==> config.mk <==
export PLATFORM = sky130hd
export DESIGN_NAME = clkdiv_bank
export DESIGN_NICKNAME = d
export VERILOG_FILES = /design/src/rtl/clkdiv_bank.sv
export SDC_FILE = /design/constraint.sdc
export NUM_CORES = 1
export LEC_CHECK = 0
export ABC_AREA = 1
export BUFFER_PORTS_ARGS = -buffer_cell sky130_fd_sc_hd__buf_4
export CORE_UTILIZATION = 55
export CTS_CLUSTER_DIAMETER = 50
export DETAILED_ROUTE_END_ITERATION = 12
export GPL_ROUTABILITY_DRIVEN = 1
export GPL_TIMING_DRIVEN = 0
export MAX_ROUTING_LAYER = met4
export PLACE_DENSITY_LB_ADDON = 0.1
export RECOVER_POWER = 50
export SLEW_MARGIN = 20
export SYNTH_ARGS = -nofsm -noshare
export SYNTH_HDL_FRONTEND = slang
export SYNTH_SLANG_ARGS = --single-unit
export TNS_END_PERCENT = 30
==> constraint.sdc <==
create_clock -name clk -period 1.8 [get_ports clk]
set_clock_uncertainty 0.1 [all_clocks]
set_input_delay 0.09 -clock clk [delete_from_list [all_inputs] [get_ports clk]]
set_output_delay 0.09 -clock clk [all_outputs]
set_load 0.03 [all_outputs]
==> src/rtl/clkdiv_bank.sv <==
module clkdiv_bank #(
  parameter int IN_FREQ_MHZ   = 1000,
  parameter int OUT5_FMAX_MHZ = 210,
  parameter int OUT5_FMIN_MHZ = 32,
  parameter int OUT2_DEF      = 3,
  parameter int OUT2_MAX      = 32,
  parameter int OUT5_DEF      = 5,
  parameter int OUT8_DEF      = 64,
  parameter int OUT8_MIN      = 24,
  parameter int OUT8_MAX      = 80
) (
  input  logic        clk,
  input  logic        rst_n,
  input  logic        sync,
  input  logic        wr_en,
  input  logic [3:0]  wr_sel,
  input  logic [6:0]  wr_ratio,
  input  logic        wr_off,
  output logic [10:0] clk_en,
  output logic [6:0]  rd_ratio,
  output logic        rd_off,
  output logic        err
);
  localparam int NOUT    = 11;
  localparam int RMAX    = 127;
  localparam int O5_MIN  = (IN_FREQ_MHZ + OUT5_FMAX_MHZ - 1) / OUT5_FMAX_MHZ;
  localparam int O5_RAW  = IN_FREQ_MHZ / OUT5_FMIN_MHZ;
  localparam int O5_MAX  = (O5_RAW > RMAX) ? RMAX : O5_RAW;

  function automatic logic [6:0] base_div(input int i);
    case (i)
      0:       return 7'(1);
      1:       return 7'(OUT2_DEF);
      2:       return 7'(2);
      3:       return 7'(3);
      4:       return 7'(OUT5_DEF);
      5:       return 7'(64);
      6:       return 7'(6);
      7:       return 7'(OUT8_DEF);
      8:       return 7'(12);
      9:       return 7'(3);
      default: return 7'(6);
    endcase
  endfunction

  logic [6:0]      act [NOUT];
  logic [6:0]      cnt [NOUT];
  logic [NOUT-1:0] off;
  logic [NOUT-1:0] wrap;
  logic            legal, prog_sel, wr_ok;

  assign prog_sel = (wr_sel == 4'd2) || (wr_sel == 4'd5) || (wr_sel == 4'd8);

  always_comb begin
    case (wr_sel)
      4'd2:    legal = (wr_ratio >= 7'd1) && (int'(wr_ratio) <= OUT2_MAX);
      4'd5:    legal = (int'(wr_ratio) >= O5_MIN) && (int'(wr_ratio) <= O5_MAX);
      4'd8:    legal = (int'(wr_ratio) >= OUT8_MIN) && (int'(wr_ratio) <= OUT8_MAX);
      default: legal = 1'b0;
    endcase
  end

  assign wr_ok = wr_en && prog_sel && legal;

  always_ff @(posedge clk) begin
    if (!rst_n)                         err <= 1'b0;
    else if (wr_en && prog_sel && !legal) err <= 1'b1;
  end

  for (genvar i = 0; i < NOUT; i++) begin : g_out
    localparam logic [6:0] BASE = base_div(i);
    localparam bit PROG  = (i == 1) || (i == 4) || (i == 7);
    localparam bit GATED = (i == 1) || (i == 4);
    logic [6:0] cnt_q;

    assign wrap[i]   = (cnt_q == act[i] - 7'd1);
    assign cnt[i]    = cnt_q;
    assign clk_en[i] = (cnt_q == 7'd0) && !off[i];

    always_ff @(posedge clk) begin
      if (!rst_n)              cnt_q <= 7'd0;
      else if (sync || wrap[i]) cnt_q <= 7'd0;
      else                     cnt_q <= cnt_q + 7'd1;
    end

    if (PROG) begin : g_prog
      logic [6:0] act_q, pend_q;
      logic       pv_q;
      always_ff @(posedge clk) begin
        if (!rst_n) begin
          act_q  <= BASE;
          pend_q <= BASE;
          pv_q   <= 1'b0;
        end else begin
          if ((sync || wrap[i]) && pv_q) begin
            act_q <= pend_q;
            pv_q  <= 1'b0;
          end
          if (wr_ok && wr_sel == 4'(i + 1)) begin
            pend_q <= wr_ratio;
            pv_q   <= 1'b1;
          end
        end
      end
      assign act[i] = act_q;


      cnt_in_period_chk: assert property (@(posedge clk) disable iff (!rst_n)
        cnt_q < act_q);
    end else begin : g_fixed
      assign act[i] = BASE;
    end

    if (GATED) begin : g_gate
      logic off_q;
      always_ff @(posedge clk) begin
        if (!rst_n)                           off_q <= 1'b0;
        else if (wr_ok && wr_sel == 4'(i + 1)) off_q <= wr_off;
      end
      assign off[i] = off_q;
    end else begin : g_nogate
      assign off[i] = 1'b0;
    end
  end

  always_comb begin
    rd_ratio = 7'd0;
    rd_off   = 1'b0;
    for (int k = 0; k < NOUT; k++) begin
      if (wr_sel == 4'(k + 1)) begin
        rd_ratio = act[k];
        rd_off   = off[k];
      end
    end
  end


  full_rate_chk: assert property (@(posedge clk) disable iff (!rst_n)
    clk_en[0]);

  half_rate_chk: assert property (@(posedge clk) disable iff (!rst_n)
    (clk_en[2] && !sync) |=> !clk_en[2]);

  out2_range_chk: assert property (@(posedge clk) disable iff (!rst_n)
    act[1] >= 7'd1 && int'(act[1]) <= OUT2_MAX);

  out5_range_chk: assert property (@(posedge clk) disable iff (!rst_n)
    int'(act[4]) >= O5_MIN && int'(act[4]) <= O5_MAX);

  out8_range_chk: assert property (@(posedge clk) disable iff (!rst_n)
    int'(act[7]) >= OUT8_MIN && int'(act[7]) <= OUT8_MAX);

  err_sticky_chk: assert property (@(posedge clk) disable iff (!rst_n)
    err |=> err);

  gate_off_chk: assert property (@(posedge clk) disable iff (!rst_n)
    (wr_en && wr_sel == 4'd2 && wr_off && wr_ratio >= 7'd1 && int'(wr_ratio) <= OUT2_MAX)
      |=> !clk_en[1]);

  sync_restart_chk: assert property (@(posedge clk) disable iff (!rst_n)
    sync |=> (clk_en[2] && clk_en[3] && clk_en[5] && clk_en[8]));
endmodule

Yosys cells after proc, flatten, opt, wreduce, memory -nomap -nowiden --
Cells that the tools add are included. W data, S select, Z words.
Word-level totals: bits in registers 125, input port bits 16, output and inout port bits 20, logic and storage cells 148
Operators by class: $add $sub $neg 14, $lt $le $gt $ge 6, equal/unequal tests 21, mux-type cells 28, bitwise logic cells 1, reductions and logical operators 55
Operators by type and width (count):
- $add A7 B1 Y7 const B | 11
- $logic_not A7 Y1 | 11
- $mux W7 | 10
- $reduce_or A2 Y1 | 11
- $eq A7 B7 Y1 | 3
- $sub A7 B1 Y7 const B | 3
- $mux W1 | 17
- $eq A4 B3 Y1 const B | 4
- $eq A4 B4 Y1 const B | 4
- $eq A7 B2 Y1 const B | 2
- $eq A7 B3 Y1 const B | 2
- $logic_and A1 B1 Y1 | 14
- $logic_or A1 B1 Y1 | 13
- $eq A4 B2 Y1 const B | 2
- $eq A7 B1 Y1 const B | 1
- $eq A7 B4 Y1 const B | 1
- $eq A7 B6 Y1 const B | 1
- $ge A7 B1 Y1 const B | 1
- $ge A7 B3 Y1 const B | 1
- $ge A7 B5 Y1 const B | 1
- $le A7 B5 Y1 const B | 1
- $le A7 B6 Y1 const B | 1
- $le A7 B7 Y1 const B | 1
- $reduce_bool A2 Y1 | 3
- 4 further kinds | 6

Logic depth before layout (Yosys ltp) --
Gate-level depths: netlist (run 1).
depth after elaboration 12, mapped depth 16, depth with buffers taken out 15

Least setup slack after synthesis (run 1) --
Ideal clock, no wire load.
path kind reg2reg, start reg g_out[4].g_prog.act_q[0], end reg g_out[4].g_prog.act_q[5], setup time 0.115 ns, data arrival time 1.633 ns, required time 1.585 ns, slack -0.048 ns, stages on the path, launching flop included 16, buffers on the path 1, period minus slack after synthesis 1.848 ns, path through dfxtp_1 inv_1 ha_1 inv_1 nand2_1 nand3_1 nand2_1 inv_1 nand3_1 nor2_1 nand2_1 nand2_1 buf_2 nand3_1 nand2_1 nor2_1
Between the ends: longest elaborated chain between the ends 4
Ends and longest elaborated chain:
- start, declared | line 87 | logic [6:0] act_q, pend_q;
- start signal, assigned | line 96 | act_q <= pend_q;
- $sub A7 B1 Y7 | line 76 | assign wrap[i] = (cnt_q == act[i] - 7'd1);
- $eq A7 B7 Y1 | line 76
- $logic_or A1 B1 Y1 | line 95 | if ((sync || wrap[i]) && pv_q) begin
- $logic_and A1 B1 Y1 | line 95
No other way between the ends. A chain may end at the register's enable or synchronous reset.

Worst setup path after layout (run 1) --
start reg g_out[7].g_prog.act_q[1], end reg g_out[7].g_prog.act_q[6]
Between the ends: longest elaborated chain between the ends 4
Ends and longest elaborated chain (line):
- start, declared | 87
- start signal, assigned | 96
- $sub A7 B1 Y7 | 76
- $eq A7 B7 Y1 | 76
- $logic_or A1 B1 Y1 | 95
- $logic_and A1 B1 Y1 | 95
No other way between the ends.

==> summary.txt, run 1 <==
Yosys cell types - 41
FF-to-FF End - g_out[7].g_prog.act_q[6]
Vias in the first global route - 5356
Initial cell density of the core - 0.5644
Syn avg cell area - 6.967 um^2
Antenna cells - 0
Synth Net Count - 975
Layout cell share with drive strength beyond 1 - 0.1770
Crit-path most repeated cell - nand2_1
Post-DRT Antenna Nets - 0
Inst Count DP - 1106
PwrDens - 842.5 nW/um^2
Total gr overflow - 0
Reg2reg start - g_out[7].g_prog.act_q[1]
Crit Path Max Fanout - 5
Gpl congestion - 0.8351
Fin crit period - 1848 ps
Crit path launch - g_out[7].g_prog.act_q[1]
CP Class - reg2reg
Yosys reg bits - 125
Clock buffer depth - 2
CP Launch Type - register
Post-synth EDFFs - 0
Io pins - 36
Final count of hold timing violations - 5
Final period util - 1.027
H-tree depth - 4
Total GRT Usage - 0.2433
Worst slack, placed - -369.8 ps
Layout Nets - 1061
Slowest CP cell - dfxtp_2
Slew @ Worst Pin - 611.0 ps
Initial DRC Count - 305
Max_cap viols - 0
Core area - 11470 um^2
Worst VDD drop - 0.0007944 V
Largest net degree at the start of global routing - 17
Relative slew slack - 0.5927
Yosys top cell by area - dfxtp_1
DR WL/cell - 12.58 um
Die area - 12210 um^2
Sequential element share of the synthesized area - 0.3866
First-pass GRT wire length - 23.68 mm
Core Rows - 39
IO buf count - 34
CTS Sinks - 125
Vias per cell - 5.132
Clock Latency Late Sink - 420 ps
Total number of vias - 6009
Reg2reg path depth - 15
Drt first pass iters - 5
DIE WIDTH - 110.5 um
WHS - -7.229 ps
Most frequent cells in the layout - nand2_1, nor2_1, inv_1, dfxtp_1, nand3_1
Required @ worst endpoint - 1980 ps
Gate Count Post-Synth - 929
Synth area leaders - dfxtp_1, nand2_1, nor2_1
Post-Syn Area - 6472 um^2
Final std cells w/o fill - 1171
Post-synth top area share - 0.3866
Post-route setup TNS - -540.2 ps
RSZ-0062 raised after global routing - yes
Leak Pwr - 3.544 nW
Status - complete, but fails checks
Reg clk slew, reported paths - 50 ps
Fmax - 541.1 MHz
Critical Path End Type - register
Most common library cell in the layout ignoring fill and taps - nand2_1
Largest stage delay, worst path - 350 ps
Worst Setup EP - g_out[7].g_prog.act_q[6]
Setup slack, reg-to-reg - -50 ps
Routed wire length - 14.73 mm
# setup viols final - 18
Hold Path Class - in2reg
Root Driver - clkbuf_16
Max-slew violations - 0
Area Growth Syn to Fin - 24.71%
Crit path cell chain - inv_2, ha_4, nand2_1, nand2_2, nand2_1, nand2_1, inv_1, nand3_2, nor2_2, nand2_2, nand2_4, buf_6, nand2_2, nand2_1, nand3_1
Number of remaining DRC errors - 0
Async SR Flop Fraction - 0
Die Ht - 110.5 um
Synth Warn # - 0
CTS tree - built
Failing checks - hold timing, setup timing
HPWL after detailed placement - 9.576 mm
Top FF cell, synth - dfxtp_1
Crit path arrival time - 2030 ps
TritonCTS Buffers - 17
PnR worst setup slack - -48.10 ps
Initial antenna violation count - 0
==> registers in the layout (all words and copies together), names as in the netlist <==
register / flops
g_out.cnt_q: 77
g_out.g_gate.off_q: 2
g_out.g_prog.pend_q: 21
g_out.g_prog.act_q: 21
err: 1
g_out.g_prog.pv_q: 3
==> worst max-delay path: cells and delay by family, from the launching register on <==
family,cells,cell delay (ps)
buffers and inverters,3,270
adder cells (fa/ha/maj),1,170
flip-flops,1,350
AND/OR/NAND/NOR,11,820
==> per-stage QoR <==
stage	util	area (um^2)	power [mW]
6_report	0.7039	8071	6.801
5_1_grt	0.7039	8071	7.034
4_1_cts	0.6782	7777	6.828
3_5_place_dp	0.6028	6913	3.273
3_3_place_gp	0.6028	6913	3.271
2_1_floorplan	-	6479	3.130
==> per-layer routing <==
| layer | share of wire | global-route usage |
|---|---|---|
| met5 | 0 | - |
| met4 | 0.017 | 0.07467 |
| met3 | 0.052 | 0.06476 |
| met2 | 0.48 | 0.3996 |
| met1 | 0.45 | 0.2911 |
==> cells by family after synthesis <==
logic type	Yosys count	share of synthesized area
flip-flops	125	0.3866
adder cells (fa/ha/maj)	30	0.05799
buffers and inverters	162	0.1001
AO/OA/AOI/OAI	76	0.06437
XOR/XNOR	29	0.03924
AND/OR/NAND/NOR	507	0.3516
==> how the worst min path moves through the flow <==
stage	startpoint	to	slack, ps	depth (start not counted)
floorplan	wr_off	g_out[1].g_gate.off_q	120	2
global placement	wr_off	g_out[4].g_gate.off_q	250	3
detailed placement	wr_off	g_out[4].g_gate.off_q	250	3
CTS	rst_n	g_out[7].g_prog.act_q[0]	30	4
global route	rst_n	g_out[7].cnt_q[1]	5	3
finish	rst_n	g_out[7].cnt_q[3]	-7	3
==> cells in the mapped netlist (3+ instances only) <==
cell type / n
nor3b_1: 16
nand3_4: 3
buf_6: 3
nand3_2: 3
dfxtp_1: 125
nand4_1: 17
nor3_1: 30
buf_2: 7
a21oi_1: 40
xor2_1: 21
inv_1: 140
nand3_1: 78
clkbuf_1: 4
o21ai_1: 4
ha_1: 30
xnor2_1: 8
nand2_1: 187
o21ai_0: 19
nor2_1: 154
and3_1: 7
inv_2: 6
==> power breakdown <==
group	internal, mW	switching, mW	leakage, nW
clock network	2.29	1.24	0.298
logic	0.170	0.283	2.23
registers	2.79	0.0249	1.01
total	5.25	1.55	3.54
==> final cells by class <==
class	instances	area, um^2
Buffer	15	106.4
Clock inverter	9	133.9
Tap cell	143	178.9
Timing Repair Buffer	66	540.5
Inverter	147	566.8
Clock buffer	23	478.0
Multi-Input combinational cell	643	3548
Fill cell	957	3396
Sequential cell	125	2519
==> what timing repair did <==
action / in CTS / in global routing
gates cloned: 1 / 4
buffers inserted: 9 / 10
resized for setup: 30 / 59
hold buffers: 10 / 0
endpoints found under the hold margin: 21 / 0
pin swaps: 8 / 27
endpoints found under the setup margin: 44 / 70
Note: power is estimated with default switching activity, not from simulation.
==> run 2: changes to the inputs <==
==> constraint.sdc (replaced) <==
create_clock -name clk -period 1.8 [get_ports clk]
set_clock_uncertainty 0.1 [all_clocks]
set_input_delay 0.36 -clock clk [delete_from_list [all_inputs] [get_ports clk]]
set_output_delay 0.36 -clock clk [all_outputs]
set_load 0.03 [all_outputs]
==> run 2 against run 1 <==
The run ends with setup timing left. Global-route usage grew 0.74 points. Sequential power is essentially flat. Die area is the same. Wire length grew 0.29%. Register-to-register slack lost 30 ps. Fmax shrank 1.4%. Highest routed layer unchanged. Design area grew 0.70%. Largest power group unchanged. Hold slack gained 110 ps. Largest cell class unchanged.
==> summary.txt, run 2 (synthesized netlist as in run 1, its figures left out) <==
Status - complete, but fails checks (unchanged)
Failing checks - setup timing (was hold timing, setup timing)
TritonCTS Buffers - 17 (unchanged)
Total GRT Usage - 0.2507 (was 0.2433)
Initial DRC Count - 352 (was 305)
Number of remaining DRC errors - 0 (unchanged)
Slew @ Worst Pin - 498.7 ps (was 611.0 ps)
DIE WIDTH - 110.5 um (unchanged)
Die area - 12210 um^2 (unchanged)
Most common library cell in the layout ignoring fill and taps - nand2_1 (unchanged)
Logic gate share of total power - 0.077 (was 0.067)
Drt first pass iters - 5 (unchanged)
DR WL/cell - 12.70 um (was 12.58 um)
Worst Hold Depth - 3 (unchanged)
Vias in the first global route - 5560 (was 5356)
Vias per cell - 5.165 (was 5.132)
PnR worst setup slack - -74.22 ps (was -48.10 ps)
Reg clk slew, reported paths - 50 ps (about the same)
CTS Sinks - 125 (unchanged)
Worst VDD drop - 0.0008862 V (was 0.0007944 V)
Die Ht - 110.5 um (unchanged)
First-pass GRT wire length - 24.27 mm (was 23.68 mm)
Initial cell density of the core - 0.5644 (unchanged)
Gpl congestion - 0.8493 (was 0.8351)
Initial antenna violation count - 0 (unchanged)
Crit Path Max Fanout - 5 (unchanged)
Most frequent cells in the layout - nand2_1, nor2_1, inv_1, dfxtp_1, nand3_1 (unchanged)
Largest stage delay, worst path - 380 ps (was 350 ps)
Root Driver - clkbuf_16 (unchanged)
Switch Pwr - 1.468 mW (was 1.552 mW)
Inst Count DP - 1106 (unchanged)
CTS tree - built (unchanged)
Hold Path Class - in2reg (unchanged)
CP Class - reg2reg (unchanged)
Fmax - 533.6 MHz (was 541.1 MHz)
Relative slew slack - 0.6653 (was 0.5927)
Critical Path End Type - register (unchanged)
Slowest CP cell - dfxtp_4 (was dfxtp_2)
Reg power frac - 0.437 (was 0.414)
Hold buffers post-CTS - 0 (was 10)
Hold EP - g_out[4].g_gate.off_q (was g_out[7].cnt_q[3])
Hold wc startpoint - wr_off (was rst_n)
Max FFs per register - 77 (unchanged)
Total gr overflow - 0 (unchanged)
Max-slew violations - 0 (unchanged)
Required @ worst endpoint - 2000 ps (was 1980 ps)
Net Sw Frac - 0.2286 (was 0.2282)
Core area - 11470 um^2 (unchanged)
Reg2reg path depth - 16 (was 15)
CP delay by family, top - simple AND/OR/NAND/NOR gates (unchanged)
Clock buffer depth - 2 (unchanged)
Crit-path most repeated cell - nand2_1 (unchanged)
Clock Latency Late Sink - 410 ps (was 420 ps)
Crit path cell chain - inv_4, ha_4, buf_6, nand2_2, nand2_2, nand2_1, nand2_1, nand2_1, nand2_1, nor2_1, nand2_1, nand2_2, buf_6, nand3_2, nand2_1, nor2_1 (was inv_2, ha_4, nand2_1, nand2_2, nand2_1, nand2_1, inv_1, nand3_2, nor2_2, nand2_2, nand2_4, buf_6, nand2_2, nand2_1, nand3_1)
Fin crit period - 1874 ps (was 1848 ps)
PwrDens - 790.0 nW/um^2 (was 842.5 nW/um^2)
Setup slack, reg-to-reg - -70 ps (was -50 ps)
CP Launch Type - register (unchanged)
Largest net degree at the start of global routing - 17 (unchanged)
Max_cap viols - 0 (unchanged)
Fin util - 0.7088 (was 0.7039)
Top flop regs - g_out.cnt_q (77), g_out.g_prog.act_q (21), g_out.g_prog.pend_q (21) (unchanged)
HPWL after detailed placement - 9.620 mm (was 9.576 mm)
Io pins - 36 (unchanged)
RSZ-0062 raised after global routing - yes (unchanged)
Crit path arrival time - 2080 ps (was 2030 ps)
Layout cell share with drive strength beyond 1 - 0.2353 (was 0.1770)
IO buf count - 34 (unchanged)
Leak Pwr - 3.532 nW (was 3.544 nW)
Clock power frac - 0.486 (was 0.520)
Largest Register - g_out.cnt_q (unchanged)
Total number of vias - 6007 (was 6009)
# setup viols final - 18 (unchanged)
Antenna cells - 0 (unchanged)
Area Growth Syn to Fin - 25.58% (was 24.71%)
H-tree depth - 4 (unchanged)
Final period util - 1.041 (was 1.027)
Reg2reg start - g_out[4].g_prog.act_q[0] (was g_out[7].g_prog.act_q[1])
Cell-internal power - 4.953 mW (was 5.249 mW)
Final count of hold timing violations - 0 (was 5)
Worst Path Buf+Inv - 3 (unchanged)
FF-to-FF End - g_out[4].g_prog.act_q[5] (was g_out[7].g_prog.act_q[6])
Post-DRT Antenna Nets - 0 (unchanged)
Layout Nets - 1055 (was 1061)
Core Rows - 39 (unchanged)
Routed wire length - 14.77 mm (was 14.73 mm)
Final std cells w/o fill - 1163 (was 1171)
run 2: changes by cell type in the layout (fill, tap and decap cells not counted), sizes merged:
cell,previous run,this run
bufinv,3,1
dlymetal6s4s,1,0
dlygate4sd3,9,0
clkinv,5,4
inv,147,146
clkbuf,29,31
buf,65,68
nand3,85,84
clkinvlp,1,3
run 2: area by class of cell:
| class | instances | area (um^2) |
|---|---|---|
| Multi-Input combinational cell | 642 | 3666 |
| Sequential cell | 125 | 2561 |
| Buffer | 15 | 107.6 |
| Fill cell | 949 | 3339 |
| Clock buffer | 23 | 478.0 |
| Timing Repair Buffer | 61 | 488.0 |
| Inverter | 147 | 583.1 |
| Clock inverter | 7 | 65.06 |
| Tap cell | 143 | 178.9 |
run 2: through the flow:
step	instance area (um^2)	power, mW	hold slack [ps]	worst slack (ps)	TNS [ps]
after floorplan	6489	3.131	316.8	-31.46	-110.9
after global placement	6923	3.274	327.7	-386.6	-15740
after detailed placement	6923	3.278	338.7	-362.8	-15290
after CTS	7873	6.448	97.24	-82.17	-459.1
after global routing	8128	6.661	89.05	-176.4	-4377
final	8128	6.421	104.9	-74.22	-565.2
run 2: worst max path at each step:
stage,start,endpoint,slack (ps),cells after the start
after floorplan,g_out[1].g_prog.act_q[0],g_out[1].g_prog.act_q[5],-30,15
after global placement,g_out[1].g_prog.act_q[0],g_out[1].g_prog.act_q[3],-390,15
after detailed placement,g_out[1].g_prog.act_q[0],g_out[1].g_prog.act_q[5],-360,15
after CTS,g_out[4].cnt_q[1],clk_en[4],-80,5
after global routing,g_out[4].g_prog.act_q[1],g_out[4].g_prog.act_q[5],-180,15
final,g_out[4].g_prog.act_q[0],g_out[4].g_prog.act_q[5],-70,16
run 2: worst min-delay path, cell delays in order:
cell and delay (ps):
buf_4 100, nor2_1 40, nor2_1 80
run 2: metal layers:
metal,GRT usage,vias to the layer above,part of all wire
li1,-,3122,-
met1,0.2925,2734,0.45
met2,0.4083,118,0.49
met3,0.06147,33,0.039
met4,0.1120,0,0.023
met5,-,-,0
run 2: timing repair:
item	4_1_cts	5_1_grt
pin swaps	20	26
gates cloned	1	2
setup buffers	19	5
endpoints found under the setup margin	61	64
resized for setup	92	84
run 2: power groups by stage:
| stage | clock, mW | sequential, mW | combinational, mW |
|---|---|---|---|
| floorplan | 0 | 2.87 | 0.257 |
| global placement | 0 | 2.88 | 0.398 |
| detailed placement | 0 | 2.88 | 0.402 |
| CTS | 3.18 | 2.81 | 0.460 |
| global route | 3.31 | 2.81 | 0.541 |
| finish | 3.12 | 2.81 | 0.495 |
